--- src/rtl/gpio_ovr_pkg.sv ---
package gpio_ovr_pkg;

   typedef enum logic [1:0] {
      REG_DIR  = 2'd0,
      REG_OUT  = 2'd1,
      REG_PORT = 2'd2,
      REG_PIN  = 2'd3
   } gpio_reg_e;

   localparam int unsigned ADDR_W = 2;

endpackage

--- src/rtl/gpio_ovr_regs.sv ---
module gpio_ovr_regs
   import gpio_ovr_pkg::*;
#(
   parameter int unsigned NP = 8,
   parameter int unsigned DW = 8
) (
   input  logic              clk,
   input  logic              rst_n,
   input  logic [ADDR_W-1:0] addr,
   input  logic              we,
   input  logic [DW-1:0]     wdata,
   output logic [NP-1:0]     dir_q,
   output logic [NP-1:0]     out_q
);

   logic wr_dir, wr_out;

   assign wr_dir = we && (addr == REG_DIR);
   assign wr_out = we && (addr == REG_OUT);

   always_ff @(posedge clk) begin
      if (!rst_n) begin
         dir_q <= '0;
         out_q <= '0;
      end else begin
         if (wr_dir) dir_q <= wdata[NP-1:0];
         if (wr_out) out_q <= wdata[NP-1:0];
      end
   end

   // a direction write lands on the next edge
   assert_dir_write_R1 : assert property (@(posedge clk) disable iff (!rst_n)
      (we && addr == REG_DIR) |=> (dir_q == $past(wdata[NP-1:0])));

   // read-only locations leave the storage untouched
   assert_ro_ignored_R10 : assert property (@(posedge clk) disable iff (!rst_n)
      (we && (addr == REG_PORT || addr == REG_PIN)) |=> ($stable(dir_q) && $stable(out_q)));

endmodule

--- src/rtl/gpio_ovr_sync.sv ---
module gpio_ovr_sync #(
   parameter int unsigned NP     = 8,
   parameter int unsigned STAGES = 2
) (
   input  logic          clk,
   input  logic          rst_n,
   input  logic [NP-1:0] pin_in,
   output logic [NP-1:0] pin_sync
);

   logic [NP-1:0] stg [STAGES];

   if (STAGES < 2) begin : g_bad_stages
      $error("gpio_ovr_sync: STAGES must be at least 2");
   end

   for (genvar s = 0; s < STAGES; s++) begin : g_stage
      if (s == 0) begin : g_first
         always_ff @(posedge clk) begin
            if (!rst_n) stg[s] <= '0;
            else        stg[s] <= pin_in;
         end
      end else begin : g_next
         always_ff @(posedge clk) begin
            if (!rst_n) stg[s] <= '0;
            else        stg[s] <= stg[s-1];
         end
      end
   end

   assign pin_sync = stg[STAGES-1];

   if (STAGES == 2) begin : g_chk2
      logic [1:0] warm;
      always_ff @(posedge clk) begin
         if (!rst_n)         warm <= '0;
         else if (warm != 2) warm <= warm + 2'd1;
      end
      // the synchronized level trails the pin by two edges
      assert_sync_latency_R8 : assert property (@(posedge clk) disable iff (!rst_n)
         (warm == 2) |-> (pin_sync == $past(pin_in, 2)));
   end

endmodule

--- src/rtl/gpio_ovr_mux.sv ---
module gpio_ovr_mux #(
   parameter int unsigned   NP           = 8,
   parameter int unsigned   SHUT_PIN     = 7,
   parameter logic [NP-1:0] SPI_PIN_MASK = '0
) (
   input  logic [NP-1:0] dir_q,
   input  logic [NP-1:0] out_q,
   input  logic [NP-1:0] pwm_en,
   input  logic [NP-1:0] pwm_out,
   input  logic          pwm_shut,
   input  logic          spi_en,
   input  logic [NP-1:0] spi_dir,
   input  logic [NP-1:0] spi_out,
   output logic [NP-1:0] pin_oe,
   output logic [NP-1:0] pin_out
);

   for (genvar i = 0; i < NP; i++) begin : g_pin
      logic shut_take;
      logic spi_take;

      if (i == SHUT_PIN) begin : g_shut
         assign shut_take = pwm_en[i] && pwm_shut;
      end else begin : g_plain
         assign shut_take = 1'b0;
      end

      assign spi_take = spi_en && SPI_PIN_MASK[i];

      always_comb begin
         if (shut_take) begin
            pin_oe[i]  = 1'b0;
            pin_out[i] = 1'b0;
         end else if (pwm_en[i]) begin
            pin_oe[i]  = 1'b1;
            pin_out[i] = pwm_out[i];
         end else if (spi_take) begin
            pin_oe[i]  = spi_dir[i];
            pin_out[i] = spi_out[i];
         end else begin
            pin_oe[i]  = dir_q[i];
            pin_out[i] = out_q[i];
         end
      end
   end

endmodule

--- src/rtl/gpio_ovr_rdsel.sv ---
module gpio_ovr_rdsel
   import gpio_ovr_pkg::*;
#(
   parameter int unsigned NP = 8,
   parameter int unsigned DW = 8
) (
   input  logic [ADDR_W-1:0] addr,
   input  logic [NP-1:0]     dir_q,
   input  logic [NP-1:0]     out_q,
   input  logic [NP-1:0]     pin_oe,
   input  logic [NP-1:0]     pin_sync,
   output logic [DW-1:0]     rdata
);

   logic [NP-1:0] port_view;

   assign port_view = (out_q & pin_oe) | (pin_sync & ~pin_oe);

   always_comb begin
      rdata = '0;
      unique case (addr)
         REG_DIR:  rdata[NP-1:0] = dir_q;
         REG_OUT:  rdata[NP-1:0] = out_q;
         REG_PORT: rdata[NP-1:0] = port_view;
         default:  rdata[NP-1:0] = pin_sync;
      endcase
   end

endmodule

--- src/rtl/gpio_ovr_port.sv ---
module gpio_ovr_port
   import gpio_ovr_pkg::*;
#(
   parameter int unsigned   NP           = 8,
   parameter int unsigned   DW           = 8,
   parameter int unsigned   SYNC_STAGES  = 2,
   parameter int unsigned   SHUT_PIN     = 7,
   parameter logic [NP-1:0] SPI_PIN_MASK = 8'b0011_1100
) (
   input  logic              clk,
   input  logic              rst_n,
   input  logic [ADDR_W-1:0] bus_addr,
   input  logic              bus_we,
   input  logic [DW-1:0]     bus_wdata,
   output logic [DW-1:0]     bus_rdata,
   input  logic [NP-1:0]     pin_in,
   output logic [NP-1:0]     pin_oe,
   output logic [NP-1:0]     pin_out,
   input  logic [NP-1:0]     pwm_en,
   input  logic [NP-1:0]     pwm_out,
   input  logic              pwm_shut,
   input  logic              spi_en,
   input  logic [NP-1:0]     spi_dir,
   input  logic [NP-1:0]     spi_out
);

   localparam logic [NP-1:0] SHUT_BIT = NP'(1) << SHUT_PIN;

   if (NP < 1 || NP > DW) begin : g_bad_width
      $error("gpio_ovr_port: NP must be between 1 and DW");
   end
   if (SHUT_PIN >= NP) begin : g_bad_shut
      $error("gpio_ovr_port: SHUT_PIN out of range");
   end

   logic [NP-1:0] dir_q, out_q, pin_sync;

   gpio_ovr_regs #(.NP(NP), .DW(DW)) i_regs (
      .clk   (clk),
      .rst_n (rst_n),
      .addr  (bus_addr),
      .we    (bus_we),
      .wdata (bus_wdata),
      .dir_q (dir_q),
      .out_q (out_q)
   );

   gpio_ovr_sync #(.NP(NP), .STAGES(SYNC_STAGES)) i_sync (
      .clk      (clk),
      .rst_n    (rst_n),
      .pin_in   (pin_in),
      .pin_sync (pin_sync)
   );

   gpio_ovr_mux #(.NP(NP), .SHUT_PIN(SHUT_PIN), .SPI_PIN_MASK(SPI_PIN_MASK)) i_mux (
      .dir_q    (dir_q),
      .out_q    (out_q),
      .pwm_en   (pwm_en),
      .pwm_out  (pwm_out),
      .pwm_shut (pwm_shut),
      .spi_en   (spi_en),
      .spi_dir  (spi_dir),
      .spi_out  (spi_out),
      .pin_oe   (pin_oe),
      .pin_out  (pin_out)
   );

   gpio_ovr_rdsel #(.NP(NP), .DW(DW)) i_rdsel (
      .addr     (bus_addr),
      .dir_q    (dir_q),
      .out_q    (out_q),
      .pin_oe   (pin_oe),
      .pin_sync (pin_sync),
      .rdata    (bus_rdata)
   );

   // every enabled, non-shut PWM channel owns its pin as an output
   assert_pwm_force_R4 : assert property (@(posedge clk) disable iff (!rst_n)
      (((pwm_en & ~(SHUT_BIT & {NP{pwm_shut}})) & ~pin_oe) == '0));

   // shutdown turns the designated pin into an input
   assert_shutdown_R5 : assert property (@(posedge clk) disable iff (!rst_n)
      (pwm_en[SHUT_PIN] && pwm_shut) |-> !pin_oe[SHUT_PIN]);

   // with no override, direction follows the register
   assert_release_R7 : assert property (@(posedge clk) disable iff (!rst_n)
      (!spi_en && pwm_en == '0) |-> (pin_oe == dir_q && (pin_out & pin_oe) == (out_q & dir_q)));

endmodule

--- config.mk ---
export PLATFORM = sky130hd
export DESIGN_NAME = gpio_ovr_port
export DESIGN_NICKNAME = d
export VERILOG_FILES = /design/src/rtl/gpio_ovr_pkg.sv /design/src/rtl/gpio_ovr_regs.sv /design/src/rtl/gpio_ovr_sync.sv /design/src/rtl/gpio_ovr_mux.sv /design/src/rtl/gpio_ovr_rdsel.sv /design/src/rtl/gpio_ovr_port.sv
export SDC_FILE = /design/constraint.sdc
export NUM_CORES = 1
export LEC_CHECK = 0
export BUFFER_PORTS_ARGS = -buffer_cell sky130_fd_sc_hd__clkbuf_2
export CORE_ASPECT_RATIO = 1.75
export CORE_UTILIZATION = 52
export CTS_BUF_LIST = sky130_fd_sc_hd__clkbuf_2
export DETAILED_ROUTE_END_ITERATION = 7
export PLACE_DENSITY = 0.9
export SKIP_LAST_GASP = 1
export SYNTH_ARGS = -nofsm -noshare
export SYNTH_HDL_FRONTEND = slang
export SYNTH_SLANG_ARGS = --single-unit
--- constraint.sdc ---
create_clock -name clk -period 1.97 [get_ports clk]
set_input_delay 0.197 -clock clk [delete_from_list [all_inputs] [get_ports clk]]
set_output_delay 0.197 -clock clk [all_outputs]
set_load 0.05 [all_outputs]
* Word level (Yosys, flattened, before mapping)
Memories as Yosys holds them, arrays and structs flattened.
Cells that the tools add are included.
** Storage, ports and cells
- Bits in registers :: 16
- RAM bits :: 16
- Input bits :: 55
- Output and inout bits :: 24
- Memories kept :: 1
** Memory list
- i_sync.stg :: words 2, bits a word 8, rd ports 2, clocked after Yosys merged registers in 0, wr ports 2, line gpio_ovr_sync.sv:11 : logic [NP-1:0] stg [STAGES];
** Cells by class
- Equality and inequality tests :: 2
- Mux-type cells :: 31
- Bitwise operators :: 6
- Reduce and logical (&&, ||, !) cells :: 4
** Operators with widths (number)
- $mux 1 :: 28
- $pmux 8 s3 :: 1
- $and 8x8->8 :: 2
- $mux 8 :: 2
- $not 8->8 :: 1
- $or 8x8->8 :: 1
- $logic_and 1x1->1 :: 3
- $eq 2x1->1 const B :: 1
- $eq 2x2->1 const B :: 1
- $logic_not 2->1 :: 1
- $or 1x1->1 :: 2

* Logic depth before layout (Yosys ltp)
Gate-level depths: netlist (run 1).
- Depth after elaboration :: 6
- Gate-level depth with buffers :: 5

* Hierarchy
Synthesis (run 1) repeated with hierarchy kept, for this count alone.
** Second synthesis, totals
- Cells, all modules :: 161
- Area, all modules :: 1649.1 µm²
** Modules (own cells, without submodules)
- gpio_ovr_regs :: instances 1, cells an instance 62, area an instance 631.9 µm², sequential area each 320.3 µm²
- gpio_ovr_sync :: instances 1, cells an instance 33, area an instance 446.7 µm², sequential area each 320.3 µm²
- gpio_ovr_rdsel :: instances 1, cells an instance 34, area an instance 336.6 µm², sequential area each 0.0 µm²
- gpio_ovr_mux :: instances 1, cells an instance 32, area an instance 234.0 µm², sequential area each 0.0 µm²

* Least setup slack after synthesis (run 1)
Ideal clock, no wire load.
- Path kind :: input port to output port
- From :: input port bus_addr[0]
- To :: output port bus_rdata[0]
- Arrival :: 1.788 ns
- Slack :: -0.015 ns
- Cell stages on the path :: 3
- Path buffers :: 2
- Path through :: buf_4 -> buf_2 -> o311ai_1
** On the way
- Longest elaborated chain between the ends :: 2
** Ends and longest elaborated chain
- start, declared :: line gpio_ovr_port.sv:12 : input logic [ADDR_W-1:0] bus_addr,
- $eq 2x2->1 (tied with other cells) :: line gpio_ovr_rdsel.sv:21 : unique case (addr)
- $pmux 8 s3 (*) :: line gpio_ovr_rdsel.sv:21
- end, declared :: line gpio_ovr_port.sv:15 : output logic [DW-1:0] bus_rdata,
Every way passes the cells marked *; elsewhere a longest branch is shown, timed or not.

* Worst setup path in the final report (run 1)
- From :: register i_regs.dir_q[7]
- To :: output port bus_rdata[7]
** On the way
- Longest elaborated chain between the ends :: 6
** Ends and longest elaborated chain
- start, declared :: line gpio_ovr_regs.sv:12 : output logic [NP-1:0] dir_q,
- start signal, assigned :: line gpio_ovr_regs.sv:26 : if (wr_dir) dir_q <= wdata[NP-1:0];
- $mux 1 :: line gpio_ovr_mux.sv:34 : end else if (pwm_en[i]) begin
- $mux 1 :: line gpio_ovr_mux.sv:31 : if (shut_take) begin
- $not 8->8 :: line gpio_ovr_rdsel.sv:17 : assign port_view = (out_q & pin_oe) | (pin_sync & ~pin_oe);
- $and 8x8->8 :: line gpio_ovr_rdsel.sv:17
- $or 8x8->8 :: line gpio_ovr_rdsel.sv:17
- $pmux 8 s3 (*) :: line gpio_ovr_rdsel.sv:21
Marked as above.

==> qor.yml, run 1 <==
die:
  io_pins: 79
  die_y_um: 77.37
  die_w_um: 45.07
  core_mm2: 0.003108
  initial_core_util_pct: 54.31
  num_rows: 27
  dieArea_mm2: 0.003486
yosys:
  synth_area_leaders: "dfxtp_1 (38%), mux2i_1 (9.5%), and2_1 (6.3%), nand2_1 (4.2%), nor2b_1 (4.1%)"
  synthFlopType: "dfxtp_1"
  synth_common_cells: "dfxtp_1 (32), nand2_1 (19), and2_1 (17), mux2i_1 (16), nor2b_1 (11)"
  synth_top_family_by_area: "simple AND/OR/NAND/NOR gates"
  synth-simple-area-share_pct: 26.46
  seq_area_frac_synth_pct: 37.95
  synth_compound_area_share_pct: 14.68
  synth_edf_count: 0
  syn_inst: 185
  syn_avg_cell_area_um2: 9.124
  synth-adder-area-share_pct: 0
  muxShareOfSynthArea_pct: 14.60
  synth_xor_area_share_pct: 0.9637
  yosys.area.top_type: "dfxtp_1"
  synth_cell_types: 32
  netlist_area_mm2: 0.001688
  syn_nets: 240
  synth_async_sr_flop_share_pct: 0
  synth-seq-cells: 32
  yosysMostFrequentCell: "dfxtp_1"
  yosysTopAreaCellShare_pct: 37.95
  synth_warnings: 0
global_route:
  antenna_found_initial: 0
  grt.total_usage_pct: 22.78
  grt_pass1_wl_um: 5865
  grt_overflow: 0
  grt_pass1_vias: 1412
  grt_start_max_net_pins: 33
timing:
  slew_headroom_pct: 69.86
  fin_crit_ns: 1.853
  tightest_slew_ns: 0.4521
  timing.final.ws_setup_ns: 0.1169
  rsz0062_at_grt: "false"
  fin_skew_ns: 0.02185
  hold_viol: 0
  fin_crit_sh_pct: 94.07
  setup_viol: 0
  slew_violations: 0
  tns_ns: 0
  hold-worst-slack_ns: 0.02815
  fmax_ghz: 0.5396
clocking:
  numClockSinks: 32
  root_buffer: "clkbuf_2"
  path_clk_slew_ns: 0.15
  cts_tree: "yes"
  clock_path_buffers: 2
  cts-buffers-inserted: 5
  h-tree-depth: 2
  clock_latency_ns: 0.38
power_and_ir_drop:
  vdd_drop_max_uv: 610.6
  power.density_mw_per_mm2: 631.6
  swShare_pct: 33.50
  switching_power_mw: 0.4468
  pwr-share-clk_pct: 21.6
  p_leak_nw: 1.011
  seqPwrFrac_pct: 51.4
  internal_power_mw: 0.8870
  pwr-share-comb_pct: 27.0
route:
  via_per_inst: 5.097
  routedWlPerCell_um: 11.70
  drtPass1Iterations: 5
  drt_iter0_drc: 17
  antenna_left: 0
  wirelength_um: 3509
  drc: 0
  vias: 1529
layout:
  fin_util_pct: 67.95
  nets: 312
  final_cells: 300
  area_growth_pct: 25.13
  drive_above_1_share_pct: 35.80
  num_antenna_cells: 0
worst_setup_path:
  reg2reg_from: "i_regs.dir_q[4]"
  critPathLaunch: "i_regs.dir_q[7]"
  critPathKind: "reg -> out"
  crit_required_ns: 1.77
  end_kind: "output pin"
  path_max_fanout: 3
  worstPathArrival_ns: 1.66
  cp-start-kind: "flip-flop"
  r2r_slack_ns: 1.29
placement:
  placedCellCount: 291
  detailed_place_hpwl_um: 2678
  port_buffers: 70
  dp_slack_ns: 0.3327
  gp_congestion: 0.7749
worst_hold_path:
  hold_class: "in -> reg"
  worstHoldStart: "pin_in[2]"
status:
  status: "complete, no violations"
run:
  drv_cap: 0
[cells in the final DEF, fill, tap and decap left out, types with 2 or more instances in the layout]
cell type,n
nor2b_1,11
o311ai_1,7
and3b_1,4
mux2_4,2
nor2_1,6
a221oi_1,4
o211ai_1,3
clkbuf_2,75
a21boi_1,7
mux2i_1,16
dfxtp_1,32
inv_1,6
mux2_2,5
a21oi_1,3
nand2b_1,6
nand2_1,19
dlygate4sd3_1,2
nand3_1,8
and2_1,17
buf_4,4
and3_1,4
o21ai_0,5
[path summary, 6_finish.rpt]
check / end / depth (start not counted)
setup / recovery: bus_rdata[7] / 4
hold / removal: i_sync.stg[0][2] / 2
setup reg to reg: i_regs.dir_q[4] / 2
hold reg to reg: i_sync.stg[1][3] / 1
[cells by family after synthesis]
family,Yosys count
DFF,32
muxes,23
AOI/OAI and AO/OA,33
buffers and inverters,17
xor gates and xnor gates,1
and+or+nand+nor,79
[through the flow]
step	power, mW	cell area [um2]
6_report	1.334	2112
5_1_grt	1.407	2112
4_1_cts	1.343	2090
3_5_place_dp	1.058	2054
3_3_place_gp	1.051	2054
2_1_floorplan	0.9532	1688
[layout make-up]
class / instances / area [um2]
Clock buffer: 6 / 30.03
Clock inverter: 1 / 5.005
Fill cell: 278 / 996.0
Inverter: 6 / 22.52
Multi-Input combinational cell: 136 / 957.2
Sequential cell: 32 / 640.6
Tap cell: 43 / 53.80
Timing Repair Buffer: 76 / 402.9
[flip-flops by register name, summed over array words and instances (netlist names)]
register      flops
i_regs.out_q      8
i_regs.dir_q      8
i_sync.stg       16
[worst max-delay path, cell delays in order (launching register included)]
cell	delay, ns
dfxtp_1	0.39
nor2_1	0.08
o311ai_0	0.34
o221a_1	0.24
clkbuf_4	0.22
[routing by layer]
| layer | wire length (um) | track usage [%] | vias up |
|---|---|---|---|
| met2 | 1852 | 40.43 | 49 |
| li1 | - | - | 790 |
| met5 | 0 | 0 | - |
| met4 | 87 | 11.52 | 0 |
| met1 | 1412 | 23.36 | 684 |
| met3 | 156 | 5.116 | 6 |
[power groups by stage]
stage	sequential [mW]	combinational (mW)	clock, mW
3_5_place_dp	0.701	0.357	0
5_1_grt	0.690	0.386	0.330
6_report	0.686	0.360	0.288
2_1_floorplan	0.697	0.256	0
3_3_place_gp	0.699	0.352	0
4_1_cts	0.686	0.359	0.298
[timing repair]
action,in CTS,in global routing
gates resized for setup,0,2
buffers inserted,0,0
endpoints found under the setup margin,0,1
hold endpoints to repair,0,2
hold buffers,0,2
Power figures use the tool's default switching activity.
==> inputs of run 2 (changes only) <==
CORE_UTILIZATION = 51   (was 52)
PLACE_DENSITY = 0.89   (was 0.9)
SYNTH_HIERARCHICAL = 1   (was not set)
==> run 2 against run 1 <==
Effect of this change: the flow now finishes with violations (negative setup slack); core utilization up 4.4 points; maximum frequency decreased by 6.9%; critical path depth grew 2; sequential cell count did not move; synthesized cell count shrank 13%; synthesized area is 2.3% lower; non-clock buffer count increased by 5; clock skew fell by 0.0059 ns; count of clock-buffer cells in the layout is 1 higher; critical path type unchanged; critical endpoint is now bus_rdata[3].
==> qor.yml, run 2 <==
global_route:
  use_met2_pct: 40.14
  grt_pass1_wl_um: 5244
  grt_util_met1_pct: 17.91
  antenna_found_initial: 0
  grt_pass1_vias: 1305
  grt.total_usage_pct: 20.46
  top_usage_layer: "met2"
  grt_start_max_net_pins: 41
  grt_overflow: 0
  met3_usage_pct: 5.176
clocking:
  cts_tree: "yes"
  h-tree-depth: 2
  clock_path_buffers: 2
  path_clk_slew_ns: 0.14
  numClockSinks: 32
  root_buffer: "clkbuf_2"
  cts-buffers-inserted: 5
  clock_latency_ns: 0.34
yosys:
  synth_edf_count: 0
  synth_common_cells: "mux2i_1 (45), dfxtp_1 (32), nand2_1 (29), and2_2 (12)"
  netlist_area_mm2: 0.001649
  synth_async_sr_flop_share_pct: 0
  synth_cell_types: 21
  synth-seq-cells: 32
  syn_nets: 216
  yosysTopAreaCellShare_pct: 38.85
  seq_area_frac_synth_pct: 38.85
  synth_area_leaders: "dfxtp_1 (39%), mux2i_1 (27%), nand2_1 (6.6%), and2_2 (5.5%), buf_6 (4.1%)"
  syn_inst: 161
  syn_avg_cell_area_um2: 10.24
  yosysMostFrequentCell: "mux2i_1"
  synth_warnings: 6
  synthFlopType: "dfxtp_1"
  yosys.area.top_type: "dfxtp_1"
worst_setup_path:
  cp-start-kind: "flip-flop"
  worst-path-buf-inv: 1
  crit_family: "flip-flops"
  path_max_fanout: 2
  end_kind: "output pin"
  slowest_stage: "dfxtp_2"
  path_cells: "nor2b_1 -> a211o_2 -> and2b_2 -> mux2i_2 -> mux2i_4 -> buf_8"
  worstPathArrival_ns: 1.79
  critPathKind: "reg -> out"
  crit_required_ns: 1.77
  slowest_delay_ns: 0.35
  r2r_slack_ns: 1.14
layout:
  final_cells: 285
  nets: 296
  fin_util_pct: 72.38
  reg_top3: "i_sync/stg x16, i_regs/dir_q x8, i_regs/out_q x8"
  layout_commonest_cell: "clkbuf_2"
  layout_common_cells: "clkbuf_2 (69), mux2i_1 (32), nand2_1 (29), dfxtp_1 (26), and2_2 (12)"
  final_area_mm2: 0.002250
  regMostFlops: "i_sync/stg"
  area_growth_pct: 36.42
  largest_reg_flops: 16
  num_antenna_cells: 0
  drive_above_1_share_pct: 57.02
power_and_ir_drop:
  p_leak_nw: 1.097
  power.density_mw_per_mm2: 602.5
  vdd_drop_max_uv: 569.7
status:
  violations: "negative setup slack"
  status: "complete, but fails checks"
placement:
  gp_congestion: 0.7686
  place_area_mm2: 0.002072
  placedCellCount: 270
  detailed_place_hpwl_um: 2456
  port_buffers: 70
die:
  die_y_um: 77.23
  core_mm2: 0.003108
  dieArea_mm2: 0.003474
  io_pins: 79
  num_rows: 27
  die_w_um: 44.99
  initial_core_util_pct: 53.06
timing:
  tns_ns: -0.02601
  rsz0062_at_grt: "true"
  fin_skew_ns: 0.01597
  tightest_slew_ns: 0.6525
  fin_crit_ns: 1.991
  slew_headroom_pct: 56.50
  hold_viol: 0
  slew_violations: 0
  setup_viol: 2
  fin_crit_sh_pct: 101.1
  timing.final.ws_setup_ns: -0.02129
  fmax_ghz: 0.5022
route:
  drtPass1Iterations: 4
  routedWlPerCell_um: 12.09
  antenna_left: 0
  drc: 0
  drt_iter0_drc: 13
  via_per_inst: 4.898
  wirelength_um: 3447
  vias: 1396
worst_hold_path:
  hold_class: "in -> reg"
run:
  drv_cap: 0
-- run 2: cell types whose count changed in the layout (fill, tap and decap cells not counted), moves of 7 or more --
| cell | delta |
|---|---|
| nor2b_1 | -9 |
| buf_4 | +7 |
| o311ai_1 | -7 |
| nand2_1 | +10 |
| nand3_1 | -8 |
| and2_1 | -13 |
| and2_2 | +12 |
| a21boi_1 | -7 |
| mux2i_1 | +16 |
| mux2i_2 | +9 |
-- run 2: worst reg2reg max path, delay by kind of cell (launching register included) --
kind          cells  cell delay [ns]
flops             1             0.35
buf+inv           2             0.26
mux               1             0.08
simple gates      1             0.05
-- run 2: per-stage QoR --
stage               hold WS (ns)  setup slack, ns  total power, mW
floorplan                 0.3332         -0.07776           0.9617
global route             0.02476          -0.1038            1.429
CTS                      0.04099         -0.06724            1.357
global placement          0.4141           0.1633            1.047
finish                   0.06036         -0.02129            1.355
detailed placement        0.4194           0.1334            1.054
-- run 2: where the power goes --
part           switching (mW)  internal (mW)  total (mW)
sequential             0.0135          0.675       0.688
combinational           0.222          0.158       0.380
clock                   0.193         0.0952       0.288
-- run 2: what timing repair did --
| action | CTS | global route |
|---|---|---|
| pin swaps | 4 | 0 |
| cloned | 0 | 0 |
| buffers inserted | 4 | 3 |
| gates resized for setup | 18 | 17 |
| endpoints found under the setup margin | 6 | 8 |
| hold buffers | 0 | 0 |
-- run 2: cell families after synthesis --
kind of cell | after synthesis | share of synthesized area (%)
AND/OR/NAND/NOR | 62 | 22.61
multiplexers | 48 | 29.36
flip-flops | 32 | 38.85
buffers and inverters | 10 | 5.311
AO/OA/AOI/OAI | 9 | 3.870
-- run 2: area by class of cell --
cell class,instances,area [um2]
multi-input cells,119,1007
fillers,254,858.3
flip-flops and latches,32,648.1
repair buffers,81,494.2
well taps,43,53.80
clock buffers,7,35.03
inverters,2,7.507
clock inverters,1,3.754
-- run 2: final timing paths --
kind / from / end / cells past startpoint
max: i_regs/dir_q[3] / bus_rdata[3] / 6
min: pin_in[4] / i_sync/stg[0][4] / 2
max reg2reg: i_regs/dir_q[3] / i_regs/dir_q[3] / 4
min reg2reg: i_sync/stg[0][5] / i_sync/stg[1][5] / 1
-- run 2: layer usage --
| metal | share of wire (%) | vias up | wire (um) |
|---|---|---|---|
| met5 | 0 | - | 0 |
| met2 | 58 | 40 | 1991 |
| met3 | 4.1 | 4 | 142 |
| met4 | 1.3 | 0 | 46 |
| met1 | 37 | 649 | 1266 |
| li1 | - | 703 | - |
==> inputs of run 3 (changes only) <==
CAP_MARGIN = 20   (was not set)
MAX_ROUTING_LAYER = met4   (was not set)
RECOVER_POWER = 50   (was not set)
==> run 3 against run 2 <==
Effect of this change: the run still ends with negative setup slack left; clock skew is essentially flat; maximum frequency is essentially flat; die area is the same; register-to-register slack is essentially flat; final cell count is the same; worst setup slack is essentially flat; clock power is essentially flat; first-iteration DRC count grew 15%; wire length is essentially flat; non-clock buffer count is the same; critical endpoint unchanged.
==> qor.yml, run 3 (same netlist as run 2, synthesis figures left out) <==
placement:
  gp_congestion: 0.7790
  port_buffers: 70
  detailed_place_hpwl_um: 2456
  placedCellCount: 270
route:
  via_per_inst: 4.895
  wirelength_um: 3446
  antenna_left: 0
  drtPass1Iterations: 4
  dr.max_layer_used: "met4"
  wl_met1_um: 1263
  vias: 1395
  drc: 0
  dr_wl_met3_um: 142
  routedWlPerCell_um: 12.09
  drt_iter0_drc: 15
  dr_wl_met2_um: 1994
timing:
  rsz0062_at_grt: "true"
  hold_viol: 0
  slew_violations: 0
  fin_crit_sh_pct: 101.1
  slew_headroom_pct: 6.389
  timing.final.ws_setup_ns: -0.02118
  hold-worst-slack_ns: 0.06109
  fmax_ghz: 0.5022
  tightest_slew_ns: 1.404
  fin_crit_ns: 1.991
  fin_skew_ns: 0.01601
  setup_viol: 2
  tns_ns: -0.02587
worst_setup_path:
  path_max_fanout: 2
  critPathKind: "reg -> out"
  r2r-end: "i_regs/dir_q[3]"
  cp-start-kind: "flip-flop"
  r2r_cells: 4
  critPathLaunch: "i_regs/dir_q[3]"
  worstPathArrival_ns: 1.79
  end_kind: "output pin"
  reg2reg_from: "i_regs/dir_q[3]"
  r2r_slack_ns: 1.13
  crit_required_ns: 1.77
layout:
  largest_reg_flops: 16
  layout_common_cells: "clkbuf_2 (68), mux2i_1 (32), nand2_1 (29), dfxtp_1 (26), and2_2 (12)"
  area_growth_pct: 36.34
  drive_above_1_share_pct: 56.61
  regMostFlops: "i_sync/stg"
  num_antenna_cells: 0
  nets: 296
  reg_top3: "i_sync/stg x16, i_regs/dir_q x8, i_regs/out_q x8"
  final_cells: 285
  layout_commonest_cell: "clkbuf_2"
power_and_ir_drop:
  finalPower_mw: 1.355
  power.density_mw_per_mm2: 602.8
  p_leak_nw: 1.092
  vdd_drop_max_uv: 568.5
clocking:
  cts_tree: "yes"
  clock_path_buffers: 2
  cts-buffers-inserted: 5
  clock_latency_ns: 0.34
  numClockSinks: 32
  cts_hold_buf: 0
  path_clk_slew_ns: 0.14
  root_buffer: "clkbuf_2"
  h-tree-depth: 2
global_route:
  antenna_found_initial: 0
  grt_pass1_vias: 1305
  grt_overflow: 0
  grt.total_usage_pct: 20.99
  grt_pass1_wl_um: 5250
  grt_start_max_net_pins: 41
status:
  status: "complete, but fails checks"
  violations: "negative setup slack"
die:
  core_mm2: 0.003108
  io_pins: 79
  die_w_um: 44.99
  num_rows: 27
  initial_core_util_pct: 53.06
  dieArea_mm2: 0.003474
  die_y_um: 77.23
worst_hold_path:
  hold-path-endpoint: "i_sync/stg[0][4]"
  hold_class: "in -> reg"
  hold_depth: 2
  worstHoldStart: "pin_in[4]"
run:
  drv_cap: 0
==> run 3: power by group <==
group          internal (mW)  leakage (nW)  switching (mW)  total (mW)
combinational          0.157         0.796           0.222       0.380
clock                 0.0952        0.0306           0.192       0.288
sequential             0.675         0.265          0.0135       0.688
total                  0.927          1.09           0.428        1.36
==> run 3: area by class of cell <==
cell class	instances	area, um2
clock buffer	7	35.03
clock inverter	1	3.754
fill	254	859.6
inverter	2	7.507
multi-input combinational	119	1007
sequential	32	648.1
tap	43	53.80
timing repair buffer	81	493.0
==> run 3: worst max path at each step <==
stage | cells past startpoint | slack [ns] | endpoint
6_report | 6 | -0.02 | bus_rdata[3]
2_1_floorplan | 5 | -0.08 | bus_rdata[7]
3_3_place_gp | 7 | 0.16 | bus_rdata[3]
5_1_grt | 6 | -0.10 | bus_rdata[3]
4_1_cts | 6 | -0.07 | bus_rdata[3]
3_5_place_dp | 7 | 0.13 | bus_rdata[3]
==> run 3: worst max-delay path, cell delays in order (launching register included) <==
cell,delay (ns)
dfxtp_2,0.35
nor2b_1,0.12
a211o_2,0.28
and2b_2,0.20
mux2i_2,0.23
mux2i_4,0.10
buf_8,0.17
==> run 3: through the flow <==
step | util (%) | setup WS, ns | area (um2)
global placement | 66.67 | 0.1633 | 2072
global route | 72.34 | -0.1038 | 2248
floorplan | - | -0.07776 | 1718
CTS | 70.81 | -0.06724 | 2201
detailed placement | 66.67 | 0.1334 | 2072
finish | 72.34 | -0.02118 | 2248
==> run 3: metal layers <==
metal	track usage (%)	up-vias
li1	-	703
met1	17.91	648
met2	40.14	40
met3	5.176	4
met4	7.576	0
met5	-	-
==> run 3: timing repair <==
| action | CTS | global route |
|---|---|---|
| gates resized for setup | 18 | 17 |
| buffers inserted | 4 | 3 |
| pin swaps | 4 | 0 |
| setup endpoints to repair | 6 | 8 |
